### config.mk
export PLATFORM = sky130hd
export DESIGN_NAME = prt_transceiver
export DESIGN_NICKNAME = d
export VERILOG_FILES = /design/src/rtl/prt_pkg.sv /design/src/rtl/prt_parity_tree.sv /design/src/rtl/prt_steer.sv /design/src/rtl/prt_side_pins.sv /design/src/rtl/prt_transceiver.sv
export SDC_FILE = /design/constraint.sdc
export NUM_CORES = 1
export LEC_CHECK = 0
export ABC_AREA = 0
export BUFFER_PORTS_ARGS = -buffer_cell sky130_fd_sc_hd__buf_2
export CAP_MARGIN = 5
export CORE_MARGIN = 2
export CORE_UTILIZATION = 29
export DETAILED_ROUTE_END_ITERATION = 6
export PLACE_DENSITY = 0.82
export SYNTH_ARGS = -nofsm -noshare
export SYNTH_HDL_FRONTEND = slang
export SYNTH_SLANG_ARGS = --single-unit
### constraint.sdc
create_clock -name vclk -period 0.8
set_input_delay 0.08 -clock vclk [all_inputs]
set_output_delay 0.08 -clock vclk [all_outputs]
set_load 0.1 [all_outputs]
### src/rtl/prt_pkg.sv
package prt_pkg;

    typedef enum logic {
        XFER_RX = 1'b0,
        XFER_TX = 1'b1
    } xfer_dir_e;

    typedef struct packed {
        logic val;
        logic en;
    } pin_drv_t;

    // Bit that completes a word of raw XOR x to the requested sense.
    function automatic logic fill_bit(input logic x, input logic odd);
        return x ^ odd;
    endfunction

    // 1 when a raw XOR over all bits (data plus parity) matches the sense.
    function automatic logic sense_ok(input logic x, input logic odd);
        return ~(x ^ odd);
    endfunction

endpackage

### src/rtl/prt_parity_tree.sv
module prt_parity_tree #(
    parameter int WIDTH = 8
) (
    input  logic [WIDTH-1:0] data_i,
    output logic             xor_o
);
    localparam int STAGES = WIDTH + 1;

    logic [STAGES-1:0] chain;

    assign chain[0] = 1'b0;
    for (genvar i = 0; i < WIDTH; i++) begin : g_stage
        assign chain[i+1] = chain[i] ^ data_i[i];
    end

    assign xor_o = chain[STAGES-1];
endmodule

### src/rtl/prt_steer.sv
module prt_steer #(
    parameter int WIDTH = 8
) (
    input  prt_pkg::xfer_dir_e dir_i,
    input  logic               en_i,
    input  logic [WIDTH-1:0]   a_in,
    input  logic [WIDTH-1:0]   b_in,
    output logic [WIDTH-1:0]   a_out,
    output logic [WIDTH-1:0]   a_oe,
    output logic [WIDTH-1:0]   b_out,
    output logic [WIDTH-1:0]   b_oe
);
    import prt_pkg::*;

    logic drive_a;
    logic drive_b;

    always_comb begin
        drive_a = en_i && (dir_i == XFER_RX);
        drive_b = en_i && (dir_i == XFER_TX);
    end

    assign a_out = b_in;
    assign b_out = a_in;
    assign a_oe  = {WIDTH{drive_a}};
    assign b_oe  = {WIDTH{drive_b}};
endmodule

### src/rtl/prt_side_pins.sv
module prt_side_pins (
    input  prt_pkg::xfer_dir_e dir_i,
    input  logic               en_i,
    input  logic               odd_i,
    input  logic               a_xor_i,
    input  logic               b_xor_i,
    input  logic               par_in,
    output prt_pkg::pin_drv_t  par_drv_o,
    output prt_pkg::pin_drv_t  flag_drv_o
);
    import prt_pkg::*;

    always_comb begin
        par_drv_o.val  = fill_bit(a_xor_i, odd_i);
        par_drv_o.en   = en_i && (dir_i == XFER_TX);
        flag_drv_o.val = sense_ok(b_xor_i ^ par_in, odd_i);
        flag_drv_o.en  = en_i && (dir_i == XFER_RX);
    end
endmodule

### src/rtl/prt_transceiver.sv
module prt_transceiver #(
    parameter int WIDTH = 8
) (
    input  logic             dir_tx_i,
    input  logic             oe_n_i,
    input  logic             odd_sel_i,
    input  logic [WIDTH-1:0] a_in,
    output logic [WIDTH-1:0] a_out,
    output logic [WIDTH-1:0] a_oe,
    input  logic [WIDTH-1:0] b_in,
    output logic [WIDTH-1:0] b_out,
    output logic [WIDTH-1:0] b_oe,
    input  logic             par_in,
    output logic             par_out,
    output logic             par_oe,
    output logic             flag_out,
    output logic             flag_oe
);
    import prt_pkg::*;

    xfer_dir_e dir;
    logic      en;
    logic      a_xor;
    logic      b_xor;
    pin_drv_t  par_drv;
    pin_drv_t  flag_drv;

    assign dir = dir_tx_i ? XFER_TX : XFER_RX;
    assign en  = ~oe_n_i;

    prt_parity_tree #(.WIDTH(WIDTH)) u_tree_a (.data_i(a_in), .xor_o(a_xor));
    prt_parity_tree #(.WIDTH(WIDTH)) u_tree_b (.data_i(b_in), .xor_o(b_xor));

    prt_steer #(.WIDTH(WIDTH)) u_steer (
        .dir_i (dir),
        .en_i  (en),
        .a_in  (a_in),
        .b_in  (b_in),
        .a_out (a_out),
        .a_oe  (a_oe),
        .b_out (b_out),
        .b_oe  (b_oe)
    );

    prt_side_pins u_side (
        .dir_i      (dir),
        .en_i       (en),
        .odd_i      (odd_sel_i),
        .a_xor_i    (a_xor),
        .b_xor_i    (b_xor),
        .par_in     (par_in),
        .par_drv_o  (par_drv),
        .flag_drv_o (flag_drv)
    );

    assign par_out  = par_drv.val;
    assign par_oe   = par_drv.en;
    assign flag_out = flag_drv.val;
    assign flag_oe  = flag_drv.en;
endmodule

==> results of run 1 <==
-- kinds of logic after synthesis --
| kind of cell | Yosys count |
|---|---|
| xor+xnor | 15 |
| simple gates | 2 |
| buf+inv | 32 |
-- synthesized netlist by cell type (all sizes together) --
master / instances / area (um^2)
xor2: 2 / 17.5
xnor2: 11 / 96.3
nor2b: 1 / 6.26
nor2: 1 / 3.75
buf: 32 / 240
xnor3: 2 / 45.0
-- stage by stage --
stage / TNS, ps / instance area [um^2]
3_3_place_gp: -908 / 1250
2_1_floorplan: -8030 / 641
3_5_place_dp: -1050 / 1250
==> summary.txt, run 1 <==
Synth
  – Xor and xnor fraction of the mapped netlist area: 38.8%
  – Register area share after synthesis: 0%
  – Mapped Area: 409 um^2
  – Post-Synth Adder-Cell Area: 0%
  – Syn nets: 69
  – Count of different cell masters after synthesis: 6
  – Largest family of logic cells by synthesized area: buffers and inverters
  – Compound-gate portion of the synthesized area: 0%
  – Post-Synthesis Cells: 49
  – Multiplexer area fraction after synthesis: 0%
  – Simple-gate share of the synthesized area: 2.45%
  – Synth warnings: 0
  – Syn Area/Cell: 8.35 um^2

Placed design
  – Placed cell count: ~110
  – Setup WS pre-CTS: -527 ps
  – Gp weighted congestion: 0.640
  – HPWL Detailed: 1.57 mm
  – PortBufs: between 50 and 60

CTS
  – Post-cts gate resize count: 13
  – Hold_buf cts: 0
  – Setup bufs post-CTS: 1

Die
  – Initial Utilization: between 30% and 40%
  – Chip height: slightly above 40 um
  – Io pins: 56
  – Rows: 13
  – Chip width: 41.6 um

Status
  – Failed at: clock tree synthesis (4_1_cts)
  – Status: aborted with a tool error
  – Error msg: [ERROR DPL-0038] Utilization greater than 100%, impossible to legalize
==> run 2: changes to the inputs <==
--- a/config.mk
+++ b/config.mk
@@ -8,10 +8,10 @@
 export ABC_AREA = 0
 export BUFFER_PORTS_ARGS = -buffer_cell sky130_fd_sc_hd__buf_2
 export CAP_MARGIN = 5
-export CORE_MARGIN = 2
-export CORE_UTILIZATION = 29
+export CORE_AREA = 2 2 63 65
 export DETAILED_ROUTE_END_ITERATION = 6
-export PLACE_DENSITY = 0.82
+export DIE_AREA = 0 0 65 67
+export PLACE_DENSITY_LB_ADDON = 0.15
 export SYNTH_ARGS = -nofsm -noshare
 export SYNTH_HDL_FRONTEND = slang
 export SYNTH_SLANG_ARGS = --single-unit
==> constraint.sdc (replaced) <==
create_clock -name vclk -period 1.04
set_input_delay 0.104 -clock vclk [all_inputs]
set_output_delay 0.104 -clock vclk [all_outputs]
set_load 0.1 [all_outputs]
==> run 2 against run 1 <==
Compared with the run above:
- the flow now finishes, with violations (setup timing)
- synthesized area stayed put
- synthesized cell count stayed put
==> summary.txt, run 2 <==
Worst setup path
  – CP Data Arrival Time: approximately 1200 ps
  – Critical path's slowest cell: xnor3_2
  – Setup crit end kind: primary output
  – CP Launch Type: input pin
  – Crit Path Class: input pin to primary output
  – Max incr delay on CP: 480 ps
  – WP data required: 940 ps
  – Worst path cell trace: buf_6 -> xnor2_2 -> xnor3_2 -> xnor2_4 -> buf_12
  – CP top delay family: XOR/XNOR gates
  – Peak fanout along the critical path: 2
  – Worst path bufs/invs: 2

Synth
  – Register area share after synthesis: 0% (unchanged)
  – Top-area cell type share of the netlist area: 58.7% (unchanged)
  – Area contributors post-synth: buf_4 (59%), xnor2_1 (24%), xnor3_1 (11%)
  – Most frequent cell after synthesis: buf_4
  – Mapped Area: 409 um^2 (unchanged)
  – Count of different cell masters after synthesis: 6 (unchanged)
  – Synth cell count leaders: buf_4 (32), xnor2_1 (11), xnor3_1 (2), xor2_1 (2)
  – Largest area contributor in the netlist: buf_4
  – Synth warnings: 0 (unchanged)
  – Syn nets: 69 (unchanged)
  – Syn Area/Cell: 8.35 um^2 (unchanged)
  – Post-Synthesis Cells: 49 (unchanged)

Routing
  – Total number of vias: around 400
  – DRT Wirelength: 1.15 mm
  – Antenna-violating nets left: 0
  – DR pass1 iterations: 2
  – Vias/cell: 2.91
  – WL per Instance: about 8.3 um
  – DRC viols: 0
  – Drt initial violations: 2

Die
  – Chip height: 67 um (+61%)
  – Io pins: 56 (unchanged)
  – Die ar.: 4360 um^2
  – Core Region: between 3000 and 4000 um^2
  – Initial Utilization: 11.3% (-20 points)
  – Chip width: 65 um (+56%)
  – Rows: 22 (+9)

Placed design
  – Gp weighted congestion: 0.600 (-6.3%)
  – Placed cell count: 138 (+28%)
  – PortBufs: 56 (unchanged)
  – Setup WS pre-CTS: -301 ps (+226 ps)
  – HPWL Detailed: 1.14 mm (-27%)

CTS
  – Setup bufs post-CTS: 0 (-1)

Timing
  – RSZ-0062 raised after global routing: yes
  – Final Setup Violations: 2
  – Slew Limit Fails: 0
  – Fin Setup TNS: -506 ps
  – Rel. slew slack: 67.7%
  – Fmax: 771 MHz
  – Tmin final: 1300 ps
  – Setup WS post-layout: -258 ps
  – Worst Tran Pin Value: roughly 480 ps
  – Period utilization: 125%
  – Final hold vios: 0

Finish
  – Layout clock buffer count: 0
  – Final Net Count: 112
  – FFs & Latches: 0
  – Commonest non-fill, non-tap cell in the layout: buf_12
  – Ant. Diodes: 0
  – Reg area: 0 um^2
  – Layout area overhead: 219%
  – Most frequent cells in the layout: buf_12 (38), buf_2 (16), buf_4 (15)
  – Share of cells above drive strength 1: approximately 91%
  – Final non-filler cell total: 138

Global routing
  – Largest net degree at the start of global routing: 10
  – First-pass GRT wire length: 1.83 mm
  – Gr ovfl total: 0
  – Vias in the first global route: 431
  – All-Layer GR Usage: 5.16%
  – Initial antenna violation count: 0

Job
  – Max cap viols: 0

Status
  – Failing checks: setup timing
  – Status: finished with violations

Power
  – Total power: around 1.7 mW
  – Peak supply drop: 0.869 mV
  – Static leakage: approximately 0.6 nW
  – Power density over the cells: around 1300 nW/um^2

Hold path
  – Hold Crit Class: input pin to primary output
## run 2: cell counts after synthesis
Identical to the previous run, type by type.
## run 2: path summary, 6_finish.rpt
| check | start | endpoint | slack (ps) | cells past startpoint |
|---|---|---|---|---|
| worst max-delay path | a_in[1] | par_out | -260 | 5 |
| worst min-delay path | b_in[5] | a_out[5] | 470 | 2 |
## run 2: cell families after synthesis
| kind of cell | Yosys count | synth area share [%] |
|---|---|---|
| XOR/XNOR | 15 | 38.8 |
| AND/OR/NAND/NOR | 2 | 2.45 |
| buffers and inverters | 32 | 58.7 |
## run 2: layout make-up
cell class / count / area [um^2]
Timing Repair Buffer: 73 / 998
Fill cell: 344 / 2300
Tap cell: 48 / 60.1
Multi-Input combinational cell: 17 / 246
## run 2: timing repair
action,in CTS,in global routing
gates resized for setup,9,0
pin swaps,2,0
hold buffers,0,0
endpoints found under the setup margin,2,2
## run 2: layer usage
layer	GRT usage, %	share of wire (%)	vias up
met3	2.03	14	0
met4	0	0	0
li1	-	-	199
met5	0	0	-
met2	9.79	57	27
met1	5.73	29	175
## run 2: power by group
part | total [mW] | leakage [nW] | internal (mW) | switching [mW]
registers | 0 | 0 | 0 | 0
clock network | 0 | 0 | 0 | 0
logic | 1.69 | 0.607 | 0.660 | 1.03
total | 1.69 | 0.607 | 0.660 | 1.03
## run 2: stage by stage
step / util (%) / instance area [um^2] / hold slack [ps]
floorplan: - / 641 / 353
global placement: 35.3 / 1270 / 511
detailed placement: 35.3 / 1270 / 513
CTS: 36.2 / 1310 / 467
global route: 36.2 / 1310 / 474
finish: 36.2 / 1310 / 465
No activity file was read; power rests on OpenSTA's default activity.
==> run 3: changes to the inputs <==
--- a/config.mk
+++ b/config.mk
@@ -14,4 +14,5 @@
 export PLACE_DENSITY_LB_ADDON = 0.15
 export SYNTH_ARGS = -nofsm -noshare
 export SYNTH_HDL_FRONTEND = slang
+export SYNTH_HIERARCHICAL = 1
 export SYNTH_SLANG_ARGS = --single-unit
==> run 3 against run 2 <==
Compared with the run above:
- the run still ends with setup timing left
- largest cell class unchanged
- maximum frequency down 2.5%
- power increased by 0.96%
- critical path depth rose by 1
- cell area increased by 9.4%
- wire length is 18% higher
- first-iteration DRC count shrank 50%
- die area stayed put
- core utilization grew 3.4 points
- clock-buffer cell count is the same
==> summary.txt, run 3 <==
Worst setup path
  – Cell mode on critical path: xnor2_1
  – Critical path's slowest cell: xnor3_4
  – Max incr delay on CP: 360 ps (-120 ps)
  – Setup crit start: b_in[1]
  – Crit Path Class: input pin to primary output
  – Setup crit end kind: primary output
  – CP Launch Type: input pin
  – Worst path cell trace: buf_2 -> xnor2_2 -> xnor2_1 -> xnor2_1 -> xnor3_4 -> buf_12
  – CP Data Arrival Time: 1230 ps (+40 ps)
  – Peak fanout along the critical path: 2 (unchanged)
  – WP data required: 940 ps (about the same)

Die
  – Core Region: 3610 um^2 (unchanged)
  – Rows: 22 (unchanged)
  – Io pins: 56 (unchanged)
  – Chip height: 67 um (unchanged)
  – Initial Utilization: 11.8% (+0.49 points)
  – Chip width: 65 um (unchanged)
  – Die ar.: 4360 um^2 (unchanged)

Synth
  – Syn Area/Cell: 8.05 um^2 (-3.6%)
  – Most frequent cell after synthesis: buf_4
  – Synth cell count leaders: buf_4 (32), xnor2_1 (12), xor2_1 (3)
  – Post-Synthesis Cells: 53 (+8.2%)
  – Largest area contributor in the netlist: buf_4
  – Count of different cell masters after synthesis: 9 (+3)
  – Mapped Area: 427 um^2 (+4.3%)
  – Top-area cell type share of the netlist area: 56.3% (-2.4 points)
  – Synth warnings: 6 (+6)
  – Syn nets: 73 (+5.8%)
  – Area contributors post-synth: buf_4 (56%), xnor2_1 (25%), xor2_1 (6.2%)
  – Register area share after synthesis: 0% (unchanged)

Finish
  – Final core occ: 39.6% (+3.4 points)
  – Ant. Diodes: 0 (unchanged)
  – Layout area overhead: 235%
  – Layout clock buffer count: 0 (unchanged)
  – Footprint of the multi-input gates: 318 um^2 (+29%)
  – Commonest non-fill, non-tap cell in the layout: buf_12
  – Share of cells above drive strength 1: 94.8% (+3.7 points)
  – Reg area: 0 um^2 (unchanged)
  – Most frequent cells in the layout: buf_12 (38), buf_4 (21), buf_2 (9)
  – Final non-filler cell total: 144 (+4.3%)
  – FFs & Latches: 0 (unchanged)
  – Final Net Count: 118 (+5.4%)
  – Fin area: 1430 um^2 (+9.4%)
  – Fill cell count: 358 (+4.1%)

Hold path
  – WHS Path Cells: 3 (+1)
  – Hold EP: flag_oe
  – Min-delay src: dir_tx_i
  – Hold Crit Class: input pin to primary output

Global routing
  – Largest net degree at the start of global routing: 9 (-1)
  – Vias in the first global route: 480 (+11%)
  – All-Layer GR Usage: 6.08% (+0.92 points)
  – Initial antenna violation count: 0 (unchanged)
  – First-pass GRT wire length: 2.18 mm (+19%)
  – Gr ovfl total: 0 (unchanged)

Power
  – Static leakage: 0.662 nW (+9.0%)
  – Power density over the cells: 1200 nW/um^2 (-7.7%)
  – Peak supply drop: 0.461 mV (-47%)
  – Total power: 1.71 mW (+0.96%)

Placed design
  – Placed cell count: 144 (+4.3%)
  – HPWL Detailed: 1.20 mm (+4.5%)
  – PortBufs: 56 (unchanged)
  – Post-placement cell area: 1290 um^2 (+1.5%)
  – Gp weighted congestion: 0.587 (-2.1%)

CTS
  – Setup bufs post-CTS: 0 (unchanged)
  – Hold_buf cts: 0 (unchanged)

Routing
  – WL per Instance: 9.41 um (+13%)
  – DRC viols: 0 (unchanged)
  – Vias/cell: 3.09 (+6.3%)
  – Total number of vias: 445 (+11%)
  – Antenna-violating nets left: 0 (unchanged)
  – DRT Wirelength: 1.36 mm (+18%)
  – Drt initial violations: 1 (-1)
  – DR pass1 iterations: 2 (unchanged)

Timing
  – Rel. slew slack: 82.8% (+15 points)
  – Fmax: 751 MHz (-2.5%)
  – Period utilization: 128% (+3.2 points)
  – Slew Limit Fails: 0 (unchanged)
  – Final Setup Violations: 2 (unchanged)
  – Tmin final: 1330 ps (+33.5 ps)
  – Setup WS post-layout: -291 ps (-33.5 ps)
  – Worst Tran Pin Value: 257 ps (-224 ps)
  – Final hold vios: 0 (unchanged)
  – RSZ-0062 raised after global routing: yes

Status
  – Failing checks: setup timing
  – Status: finished with violations

Job
  – Max cap viols: 0 (unchanged)
[run 3: worst max-delay path: cells and delay by family]
kind | cells | cell delay, ps
XOR/XNOR | 4 | 810
buffers and inverters | 2 | 310
[run 3: area by class of cell]
type	instances	share of cell area [%]
timing repair buffer	75	73.3
inverter	1	0.263
tap	48	4.21
multi-input combinational	20	22.3
[run 3: how the worst max path moves through the flow]
stage                     endpoint  slack, ps  cells past startpoint
after CTS                 flag_out       -310                      6
final                     flag_out       -290                      6
after global placement    flag_out       -420                      6
after floorplan            par_out       -340                      4
after global routing      flag_out       -330                      6
after detailed placement  flag_out       -430                      6
[run 3: per-layer routing]
layer  track usage [%]  part of all wire, %  vias up
met1              5.33                   25      198
met5                 0                    0        -
met2              13.0                   58       36
li1                  -                    -      211
met4                 0                    0        0
met3              2.87                   17        0
[run 3: metrics by stage]
| step | TNS (ps) | hold slack (ps) | setup slack, ps |
|---|---|---|---|
| after global placement | -697 | 537 | -415 |
| final | -514 | 541 | -291 |
| after floorplan | -482 | 309 | -336 |
| after detailed placement | -707 | 545 | -426 |
| after CTS | -566 | 544 | -310 |
| after global routing | -590 | 560 | -334 |
[run 3: where the power goes]
group / switching [mW] / internal, mW
Clock: 0 / 0
Sequential: 0 / 0
Combinational: 1.04 / 0.672
[run 3: logic make-up after synthesis]
group         share of synthesized area [%]
xor+xnor                               36.1
buf+inv                                57.2
simple gates                           6.75
[run 3: what timing repair did]
item / in CTS / in global routing
setup endpoints to repair: 2 / 2
resized for setup: 13 / 13
pin swaps: 7 / 7
gates cloned: 0 / 0
